File: src/rtl/pwr_wake_pkg.sv
package pwr_wake_pkg;
  // Divider-control upper bits that mean "oscillator running, chain released"
  localparam logic [1:0] DIV_RUN = 2'b01;
  // Number of compared calendar fields (date, hour, minute, second)
  localparam int N_FIELDS = 4;
endpackage

File: src/rtl/alarm_match.sv
module alarm_match
  import pwr_wake_pkg::*;
#(
  parameter int FIELD_W = 8
) (
  input  logic                          clk,
  input  logic                          rst,
  input  logic                          tick,
  input  logic [N_FIELDS*FIELD_W-1:0]   now_v,
  input  logic [N_FIELDS*FIELD_W-1:0]   alm_v,
  output logic                          hit
);
  logic [N_FIELDS-1:0] eq;

  for (genvar i = 0; i < N_FIELDS; i++) begin : g_cmp
    assign eq[i] = (now_v[i*FIELD_W +: FIELD_W] == alm_v[i*FIELD_W +: FIELD_W]);
  end

  // Sampled only on the seconds strobe: one event per matching tick
  always_ff @(posedge clk) begin
    if (rst) hit <= 1'b0;
    else     hit <= tick & (&eq);
  end
endmodule

File: src/rtl/kick_filter.sv
module kick_filter #(
  parameter int MIN_PW = 16
) (
  input  logic clk,
  input  logic rst,
  input  logic kick_n,
  output logic hit
);
  localparam int CW = $clog2(MIN_PW + 1);
  localparam logic [CW-1:0] CNT_MAX = CW'(MIN_PW);

  logic          s1, s2;
  logic [CW-1:0] cnt;

  // Synchronizer resets low so a line held low through reset never fires
  always_ff @(posedge clk) begin
    if (rst) begin
      s1 <= 1'b0;
      s2 <= 1'b0;
    end else begin
      s1 <= kick_n;
      s2 <= s1;
    end
  end

  // Low-time counter: restarts on high, saturates at MIN_PW after firing once
  always_ff @(posedge clk) begin
    if (rst) begin
      cnt <= CNT_MAX;
      hit <= 1'b0;
    end else if (s2) begin
      cnt <= '0;
      hit <= 1'b0;
    end else if (cnt != CNT_MAX) begin
      cnt <= cnt + 1'b1;
      hit <= (cnt == CNT_MAX - 1'b1);
    end else begin
      hit <= 1'b0;
    end
  end
endmodule

File: src/rtl/pwr_wake_ctrl.sv
module pwr_wake_ctrl
  import pwr_wake_pkg::*;
#(
  parameter int FIELD_W      = 8,
  parameter int KICK_MIN_CYC = 16
) (
  input  logic               clk,
  input  logic               rst,
  input  logic               sec_tick,
  input  logic [FIELD_W-1:0] cur_date,
  input  logic [FIELD_W-1:0] cur_hour,
  input  logic [FIELD_W-1:0] cur_min,
  input  logic [FIELD_W-1:0] cur_sec,
  input  logic [FIELD_W-1:0] alm_date,
  input  logic [FIELD_W-1:0] alm_hour,
  input  logic [FIELD_W-1:0] alm_min,
  input  logic [FIELD_W-1:0] alm_sec,
  input  logic               wake_en,
  input  logic               kick_en,
  input  logic [2:0]         div_ctl,
  input  logic               main_pwr,
  input  logic               aux_en,
  input  logic               kick_n,
  input  logic               wflag_clr,
  input  logic               kflag_clr,
  output logic               pwr_req_n,
  output logic               wake_flag,
  output logic               kick_flag
);
  logic wake_hit, kick_hit, armed, wake_evt, kick_evt;

  alarm_match #(.FIELD_W(FIELD_W)) u_match (
    .clk   (clk),
    .rst   (rst),
    .tick  (sec_tick),
    .now_v ({cur_date, cur_hour, cur_min, cur_sec}),
    .alm_v ({alm_date, alm_hour, alm_min, alm_sec}),
    .hit   (wake_hit)
  );

  kick_filter #(.MIN_PW(KICK_MIN_CYC)) u_kick (
    .clk    (clk),
    .rst    (rst),
    .kick_n (kick_n),
    .hit    (kick_hit)
  );

  assign armed    = !main_pwr && aux_en && (div_ctl[2:1] == DIV_RUN);
  assign wake_evt = wake_hit && wake_en && armed;
  assign kick_evt = kick_hit && kick_en && armed;

  always_ff @(posedge clk) begin
    if (rst) begin
      wake_flag <= 1'b0;
      kick_flag <= 1'b0;
      pwr_req_n <= 1'b1;
    end else begin
      if (wake_evt)       wake_flag <= 1'b1;
      else if (wflag_clr) wake_flag <= 1'b0;
      if (kick_evt)       kick_flag <= 1'b1;
      else if (kflag_clr) kick_flag <= 1'b0;
      if (wake_evt || kick_evt)
        pwr_req_n <= 1'b0;
      else if (main_pwr && !wake_flag && !kick_flag)
        pwr_req_n <= 1'b1;
    end
  end
endmodule

File: config.mk
export PLATFORM = sky130hd
export DESIGN_NAME = pwr_wake_ctrl
export DESIGN_NICKNAME = d
export VERILOG_FILES = /design/src/rtl/pwr_wake_pkg.sv /design/src/rtl/alarm_match.sv /design/src/rtl/kick_filter.sv /design/src/rtl/pwr_wake_ctrl.sv
export SDC_FILE = /design/constraint.sdc
export NUM_CORES = 1
export LEC_CHECK = 0
export ABC_AREA = 1
export CAP_MARGIN = 0
export CORE_ASPECT_RATIO = 1.1
export CORE_UTILIZATION = 30
export DETAILED_ROUTE_END_ITERATION = 8
export PLACE_DENSITY = 0.74
export SKIP_CTS_REPAIR_TIMING = 1
export SLEW_MARGIN = 10
export SYNTH_ARGS = -nofsm -noshare
export SYNTH_HDL_FRONTEND = slang
export SYNTH_HIERARCHICAL = 1
export SYNTH_SLANG_ARGS = --single-unit
File: constraint.sdc
create_clock -name clk -period 1.2 [get_ports clk]
set_input_delay 0.36 -clock clk [delete_from_list [all_inputs] [get_ports clk]]
set_output_delay 0.36 -clock clk [all_outputs]
set_load 0.005 [all_outputs]
Word level (Yosys, flattened, before mapping)
Cells that the tools add are included.
Widths: inputs -> output; s select.
{"block": "word_totals", "ff_bits": 12, "latchBits": 0, "mem_bits_rw": 0, "mem_bits_ro": 0, "inputBits": 77, "out_inout_bits": 3, "wordCells": 46, "n_memories": 0}
{"block": "op_classes", "add_sub_neg": 1, "n_mul": 0, "n_div": 0, "order_cmp": 0, "eq_ne": 7, "shifts": 0, "n_mux": 8, "n_bitwise": 2, "n_reduce_logical": 19}
{"cell": "$eq 8x8->1", "count": 4}
{"cell": "$mux 5", "count": 2}
{"cell": "$logic_and 1x1->1", "count": 8}
{"cell": "$reduce_bool 2->1", "count": 4}
{"cell": "$mux 1", "count": 6}
{"cell": "$add 5x1->5 const B", "count": 1}
{"cell": "$eq 5x4->1 const B", "count": 1}
{"cell": "$ne 5x5->1 const B", "count": 1}
{"cell": "$reduce_and 4->1", "count": 1}
{"cell": "$logic_not 1->1", "count": 3}
{"cell": "$reduce_or 3->1", "count": 1}
{"cell": "$eq 2x1->1 const B", "count": 1}
{"cell": "$reduce_or 2->1", "count": 1}
{"cell": "$and 1x1->1", "count": 1}
{"cell": "$logic_or 1x1->1", "count": 1}
{"cell": "$not 1->1", "count": 1}

Logic depth before layout (Yosys ltp)
Gate-level depths: netlist of run 1.
{"block": "depth", "ltp_word": 6, "mapped_depth": 8, "mapped_depth_nobuf": 8}

Hierarchy
Netlist of run 1, hierarchy kept.
{"module": "alarm_match", "n_inst": 1, "cells_per_inst": 139, "area_per_inst_um2": 601.8, "seq_area_each_um2": 20.0}
{"module": "kick_filter", "n_inst": 1, "cells_per_inst": 49, "area_per_inst_um2": 371.6, "seq_area_each_um2": 160.2}
{"module": "pwr_wake_ctrl", "n_inst": 1, "cells_per_inst": 24, "area_per_inst_um2": 150.1, "seq_area_each_um2": 60.1}

Worst setup path after synthesis of run 1
OpenSTA, ideal clock, no wires.
{"block": "synth_timing", "path_type": "reg-to-reg", "startpoint": "register u_kick.cnt[0]", "endpoint": "register u_kick.cnt[4]", "setup_ps": 112, "arrival_ps": 1000, "t_required_ps": 1088, "slack_ps": 87, "stages_incl_launch_ff": 8, "n_path_buf": 0, "period_less_slack_ps": 1113, "path_cell_list": "dfxtp_1 > ha_1 > nand2_1 > nor2_1 > ha_1 > nand2_1 > nand2_1 > nand2_1"}
{"block": "synth_between", "elab_chain_cells": 3, "word_cells_on_any_way": 5, "cone_classes": "add/sub: 1; eq/ne: 1; mux: 2; reduce/logical: 1"}
{"item": "start: declaration", "line_no": "kick_filter.sv:13", "source": "logic [CW-1:0] cnt;"}
{"item": "start signal: assignment", "line_no": "kick_filter.sv:35", "source": "cnt <= cnt + 1'b1;"}
{"item": "$add 5x1->5", "line_no": "kick_filter.sv:35"}
{"item": "$mux 5", "line_no": "kick_filter.sv:34", "source": "end else if (cnt != CNT_MAX) begin"}
{"item": "$mux 5", "line_no": "kick_filter.sv:31", "source": "end else if (s2) begin"}
Parallel ways exist; a longest one is shown, timed or not. The select of a mux whose other input is x is not followed.
A chain may end at the register's enable or synchronous reset.

Worst setup path after layout of run 1
{"block": "layout_timing", "startpoint": "input port alm_hour[6]", "endpoint": "register u_match.hit"}
{"block": "layout_between", "elab_chain_cells": 3}
{"item": "start: declaration", "line_no": "pwr_wake_ctrl.sv:15", "source": "input logic [FIELD_W-1:0] alm_hour,"}
{"item": "$eq 8x8->1", "line_no": "alarm_match.sv:16", "source": "assign eq[i] = (now_v[i*FIELD_W +: FIELD_W] == alm_v[i*FIELD_W +: FIELD_W]);"}
{"item": "$reduce_and 4->1", "line_no": "alarm_match.sv:22", "source": "else hit <= tick & (&eq);"}
{"item": "$and 1x1->1", "line_no": "alarm_match.sv:22"}
{"item": "end signal: assignment", "line_no": "alarm_match.sv:22"}
{"item": "end: declaration", "line_no": "alarm_match.sv:11", "source": "output logic hit"}
Every way passes these cells.

==> impl_metrics.env, run 1 <==
export IMPL_clk_latency_ns=0.26
export IMPL_synth_seq_area_share_pct=21.4
export IMPL_cp_arrival_ns=1.34
export IMPL_holdPathStages=2
export IMPL_fillers=329
export IMPL_slew_headroom_pct=87.7
export IMPL_cts_inserted_buffers=3
export IMPL_max_freq_mhz=881
export IMPL_placedCellCount=342
export IMPL_syn_to_final_growth_pct=94.4
export IMPL_finalCritPeriodShare_pct=94.6
export IMPL_antenna_found_initial=0
export IMPL_dr_pass1_iters=4
export IMPL_nNetsFinal=380
export IMPL_slew_viol_final=0
export IMPL_hp_class="reg2reg"
export IMPL_synthCells=212
export IMPL_critical_path_max_stage_delay_ns=0.41
export IMPL_io_buffers=78
export IMPL_core_um2=3470
export IMPL_grt_overflow=0
export IMPL_r2r_slack_ns=0.07
export IMPL_cap_viol_max_count=0
export IMPL_ir_drop_mv=0.286
export IMPL_vias=1419
export IMPL_yosysMostFrequentCell="nand2_1"
export IMPL_outcome="finished, final reports clean"
export IMPL_fin_cells=346
export IMPL_clkTransAtPathRegs_ns=0.07
export IMPL_critical_path_required_ns=1.40
export IMPL_routed_wl_um=3210
export IMPL_drcViolationCount=0
export IMPL_p_leak_nw=1.51
export IMPL_drive_gt1_share_pct=9.73
export IMPL_tightest_slew_ns=0.183
export IMPL_ys_ff_latch=12
export IMPL_yosys_area_top_type_share_pct=24.4
export IMPL_num_rows=22
export IMPL_hold_viol=0
export IMPL_netlist_top_cells_count="nand2_1 (73), inv_1 (52), nor2_1 (33)"
export IMPL_initial_core_util_pct=32.4
export IMPL_hpwlAfterDp_um=2570
export IMPL_r2r_start="u_kick/cnt[1]"
export IMPL_seqCellArea_um2=248
export IMPL_first_global_vias=1236
export IMPL_syn_area_um2=1120
export IMPL_synth_main_ff_cell="dfxtp_1"
export IMPL_worstSetupStartpointType="input port"
export IMPL_die_h_um=66.2
export IMPL_avgSynthCellArea_um2=5.30
export IMPL_grt_max_degree=8
export IMPL_async_reset_ff_share_pct=0
export IMPL_setup_tns_ns=0
export IMPL_synth_warning_count=6
export IMPL_synth_edf_count=0
export IMPL_multiInputGateArea_um2=714
export IMPL_cts_max_level=1
export IMPL_post_route_min_period_ns=1.14
export IMPL_p_per_area_nw_per_um2=628
export IMPL_hold_start="u_kick/s1"
export IMPL_crit_slowest_cell="clkdlybuf4s50_1"
export IMPL_crit_type="in2reg"
export IMPL_r2r_end="u_kick/cnt[4]"
export IMPL_synth_area_leader_cell="nand2_1"
export IMPL_crit_fanout=1
export IMPL_setup_viol=0
export IMPL_ys_types=21
export IMPL_fp_dieW_um=60.4
export IMPL_skew_ns=0.000531
export IMPL_viasPerCell=4.10
export IMPL_worstPathCellList="clkdlybuf4s50_1 > xor2_1 > nor3_2 > nand3_1 > nor2_1"
export IMPL_end_kind="flop"
export IMPL_reg2reg_depth=7
export IMPL_cts_tree="built"
export IMPL_place_congestion=0.814
export IMPL_cts_sinks=12
export IMPL_syn_num_nets=292
export IMPL_wl_per_cell_um=9.29
export IMPL_die_area_um2=3990
export IMPL_clockBufferDepth=2
export IMPL_cts_root_buf="clkbuf_4"
export IMPL_ant_nets=0
export IMPL_drt_initial_drc_count=39
export IMPL_track_usage_pct=15.3
export IMPL_num_io_pins=80
export IMPL_holdPathEnd="u_kick/s2"
export IMPL_diodes=0
export IMPL_synth_area_leaders="nand2_1 (24%), dfxtp_1 (21%), inv_1 (17%)"
export IMPL_rsz0062_at_grt="true"
export IMPL_grt_pass1_wl_um=4660
==> state kept, by name, indices dropped and copies added, names as in the netlist <==
name         cells
wake_flag        1
u_match/hit      1
u_kick/cnt       5
kick_flag        1
pwr_req_n        1
u_kick/s1        1
u_kick/hit       1
u_kick/s2        1
==> kinds of logic (layout without fill, tap and decap cells) <==
kind of cell	count (synthesis)	after routing	synth area share (%)
compound gates	11	11	5.12
xor+xnor	9	9	7.02
fa+ha+maj	3	3	3.34
buf+inv	53	139	17.7
flops	12	12	21.4
simple gates	124	124	45.4
==> through the flow <==
step | util (%) | hold slack, ns | total power [mW] | instance area (um^2) | worst slack [ns]
5_1_grt | 63.0 | 0.424 | 1.50 | 2180 | -0.0192
4_1_cts | 58.2 | 0.405 | 1.35 | 2020 | -0.263
3_5_place_dp | 57.5 | 0.398 | 1.10 | 1990 | -0.337
6_report | 63.0 | 0.407 | 1.37 | 2180 | 0.0648
3_3_place_gp | 57.5 | 0.395 | 1.09 | 1990 | -0.310
2_1_floorplan | - | 0.388 | 0.778 | 1120 | 0.0875
==> layer usage <==
metal	global-route usage, %	up-vias	wire [um]
li1	-	783	-
met1	15.9	583	1260
met2	27.6	53	1670
met3	5.09	0	279
met4	5.52	0	0
met5	0	-	0
==> report_power, final <==
| group | internal, mW | switching [mW] | leakage, nW | total, mW |
|---|---|---|---|---|
| combinational | 0.358 | 0.289 | 1.40 | 0.647 |
| sequential | 0.447 | 0.0405 | 0.0990 | 0.488 |
| clock | 0.116 | 0.121 | 0.0138 | 0.237 |
==> worst max-delay path: cells and delay by family <==
family,cells,cell delay (ns)
AND/OR/NAND/NOR,3,0.40
buffers and inverters,1,0.41
XOR/XNOR,1,0.17
==> cells in the final DEF (no fill, tap or decap), drive strengths merged <==
cell	synthesis	routed
nand2	75	75
inv	53	53
dlymetal6s2s	0	49
nor2	37	37
clkdlybuf4s50	0	29
dfxtp	12	12
nand3	7	7
xnor2	6	6
o21ai	6	6
buf	0	5
a21oi	4	4
clkbuf	0	3
xor2	3	3
ha	3	3
nor3	2	2
nand3b	1	1
nand4	1	1
or2	1	1
o211ai	1	1
==> cell type report <==
type,count,share of cell area [%]
multi-input combinational,147,32.7
clock buffer,3,1.03
timing repair buffer,83,43.1
tap,48,2.75
inverter,53,9.11
sequential,12,11.3
==> worst max-delay path by stage <==
stage,from,endpoint,slack (ns),cells past startpoint
3_5_place_dp,alm_hour[1],u_match/hit,-0.34,8
5_1_grt,u_kick/cnt[0],u_kick/cnt[4],-0.02,7
4_1_cts,wake_flag,wake_flag,-0.26,1
2_1_floorplan,u_kick/cnt[0],u_kick/cnt[4],0.09,7
6_report,alm_hour[6],u_match/hit,0.06,5
3_3_place_gp,alm_hour[1],u_match/hit,-0.31,8
Power figures use the tool's default switching activity.
==> inputs of run 2 (changes only) <==
- DONT_BUFFER_PORTS: unset -> 1
- PLACE_DENSITY: 0.74 -> unset
- SKIP_LAST_GASP: unset -> 1
- clock period: 1.2 -> 1.3 ns (I/O delays scaled with it)
==> run 2 against run 1 <==
Compared with the run above: clock skew grew 0.0064 ns; power shrank 23%; non-clock buffer count shrank 83; hold slack lost 0.23 ns; sequential share of layout area grew 8.4 points; final area shrank 44%; clock power grew 23%; combinational power shrank 49%; register-to-register slack gained 0.07 ns; utilization shrank 28 points; routed wire length shrank 34%.
==> impl_metrics.env, run 2 (synthesis gave the netlist of run 1 again) <==
export IMPL_switching_share_pct=32.5
export IMPL_r2r_start="u_kick/cnt[0]"
export IMPL_wl_per_cell_um=8.05
export IMPL_dr_pass1_iters=4
export IMPL_post_route_min_period_ns=1.16
export IMPL_rsz0062_at_grt="false"
export IMPL_cts_tree="built"
export IMPL_switchingPower_mw=0.343
export IMPL_cts_inserted_buffers=3
export IMPL_initial_core_util_pct=32.4
export IMPL_layout_commonest_cell="nand2_1"
export IMPL_diodes=0
export IMPL_fin_area_um2=1220
export IMPL_seq_power_share_pct=40.9
export IMPL_reg2reg_depth=7
export IMPL_hp_class="in2reg"
export IMPL_cts_max_level=1
export IMPL_grt_overflow=0
export IMPL_crit_type="reg2reg"
export IMPL_place_congestion=0.698
export IMPL_placedCellCount=260
export IMPL_fin_hold_ws_ns=0.173
export IMPL_setup_viol=0
export IMPL_syn_to_final_growth_pct=8.69
export IMPL_holdPathEnd="wake_flag"
export IMPL_clk_latency_ns=0.27
export IMPL_power_mw=1.06
export IMPL_crit_fanout=4
export IMPL_die_h_um=66.2
export IMPL_hpwlAfterDp_um=1950
export IMPL_cp_arrival_ns=1.34
export IMPL_critical_path_required_ns=1.48
export IMPL_ir_drop_mv=0.294
export IMPL_clkTransAtPathRegs_ns=0.08
export IMPL_antenna_found_initial=0
export IMPL_drcViolationCount=0
export IMPL_routed_wl_um=2130
export IMPL_num_rows=22
export IMPL_holdPathStages=1
export IMPL_hold_start="rst"
export IMPL_cts_root_buf="clkbuf_4"
export IMPL_first_global_vias=1005
export IMPL_skew_ns=0.00695
export IMPL_grt_pass1_wl_um=3490
export IMPL_finalCritPeriodShare_pct=89.2
export IMPL_pre_cts_slack_ns=0.136
export IMPL_comb_power_share_pct=31.5
export IMPL_cts_sinks=12
export IMPL_nNetsFinal=297
export IMPL_fin_cells=264
export IMPL_drive_gt1_share_pct=6.02
export IMPL_core_um2=3470
export IMPL_hold_viol=0
export IMPL_tightest_slew_ns=0.249
export IMPL_slew_headroom_pct=83.4
export IMPL_p_int_mw=0.714
export IMPL_num_io_pins=80
export IMPL_setup_tns_ns=0
export IMPL_layout_common_cells="nand2_1 (73), inv_1 (52), nor2_1 (33), dfxtp_1 (11), nand3_1 (7)"
export IMPL_ant_nets=0
export IMPL_fp_dieW_um=60.4
export IMPL_r2r_end="u_kick/cnt[4]"
export IMPL_clockBufferDepth=2
export IMPL_cap_viol_max_count=0
export IMPL_worst_slack_ns=0.141
export IMPL_track_usage_pct=11.4
export IMPL_largest_register_ffs=5
export IMPL_final_core_util_pct=35.2
export IMPL_p_leak_nw=0.735
export IMPL_viasPerCell=4.11
export IMPL_vias=1084
export IMPL_max_freq_mhz=863
export IMPL_p_per_area_nw_per_um2=865
export IMPL_outcome="finished, final reports clean"
export IMPL_p_clk_share_pct=27.6
export IMPL_grt_max_degree=9
export IMPL_io_buffers=0
export IMPL_dpl_cell_area_um2=1180
export IMPL_drt_initial_drc_count=37
export IMPL_r2r_slack_ns=0.14
export IMPL_slew_viol_final=0
export IMPL_worstSetupStartpointType="flop"
export IMPL_top_register="u_kick/cnt"
export IMPL_die_area_um2=3990
export IMPL_end_kind="flop"
[run 2: cell count changes in the layout (fill, tap and decap cells not counted), sizes merged]
cell / delta
clkbuf: +1
buf: -5
clkdlybuf4s50: -29
dlymetal6s2s: -49
[run 2: metal layers]
metal  up-vias  track usage (%)  routed length (um)
li1        619                -                   -
met1       424             11.6                 851
met2        41             21.4                1110
met3         0             3.91                 163
met4         0             2.91                   0
met5         -                0                   0
[run 2: how the worst max path moves through the flow]
| stage | depth (start not counted) | end | slack, ns | from |
|---|---|---|---|---|
| 2_1_floorplan | 7 | u_kick/cnt[4] | 0.19 | u_kick/cnt[0] |
| 3_3_place_gp | 7 | u_kick/cnt[4] | 0.14 | u_kick/cnt[0] |
| 3_5_place_dp | 7 | u_kick/cnt[4] | 0.14 | u_kick/cnt[0] |
| 4_1_cts | 7 | u_kick/cnt[4] | 0.12 | u_kick/cnt[0] |
| 5_1_grt | 7 | u_kick/cnt[4] | 0.004 | u_kick/cnt[1] |
| 6_report | 7 | u_kick/cnt[4] | 0.14 | u_kick/cnt[0] |
[run 2: layout make-up]
| type | count | area [um^2] |
|---|---|---|
| Clock buffer | 4 | 36.3 |
| Tap cell | 48 | 60.1 |
| Fill cell | 410 | 2250 |
| Inverter | 53 | 199 |
| Sequential cell | 12 | 241 |
| Multi-Input combinational cell | 147 | 684 |
[run 2: power groups by stage]
| stage | sequential [mW] | combinational (mW) | clock, mW |
|---|---|---|---|
| after floorplan | 0.430 | 0.288 | 0 |
| after global placement | 0.435 | 0.326 | 0 |
| after detailed placement | 0.437 | 0.334 | 0 |
| after CTS | 0.428 | 0.335 | 0.299 |
| after global routing | 0.435 | 0.394 | 0.320 |
| final | 0.432 | 0.333 | 0.292 |
[run 2: worst max-delay path: stages, from the launching register on]
cell     delay [ns]
dfxtp_2        0.34
ha_1           0.22
nand2_1        0.07
nor2_1         0.04
ha_1           0.26
nand2_1        0.05
nand2_1        0.05
nand2_1        0.04
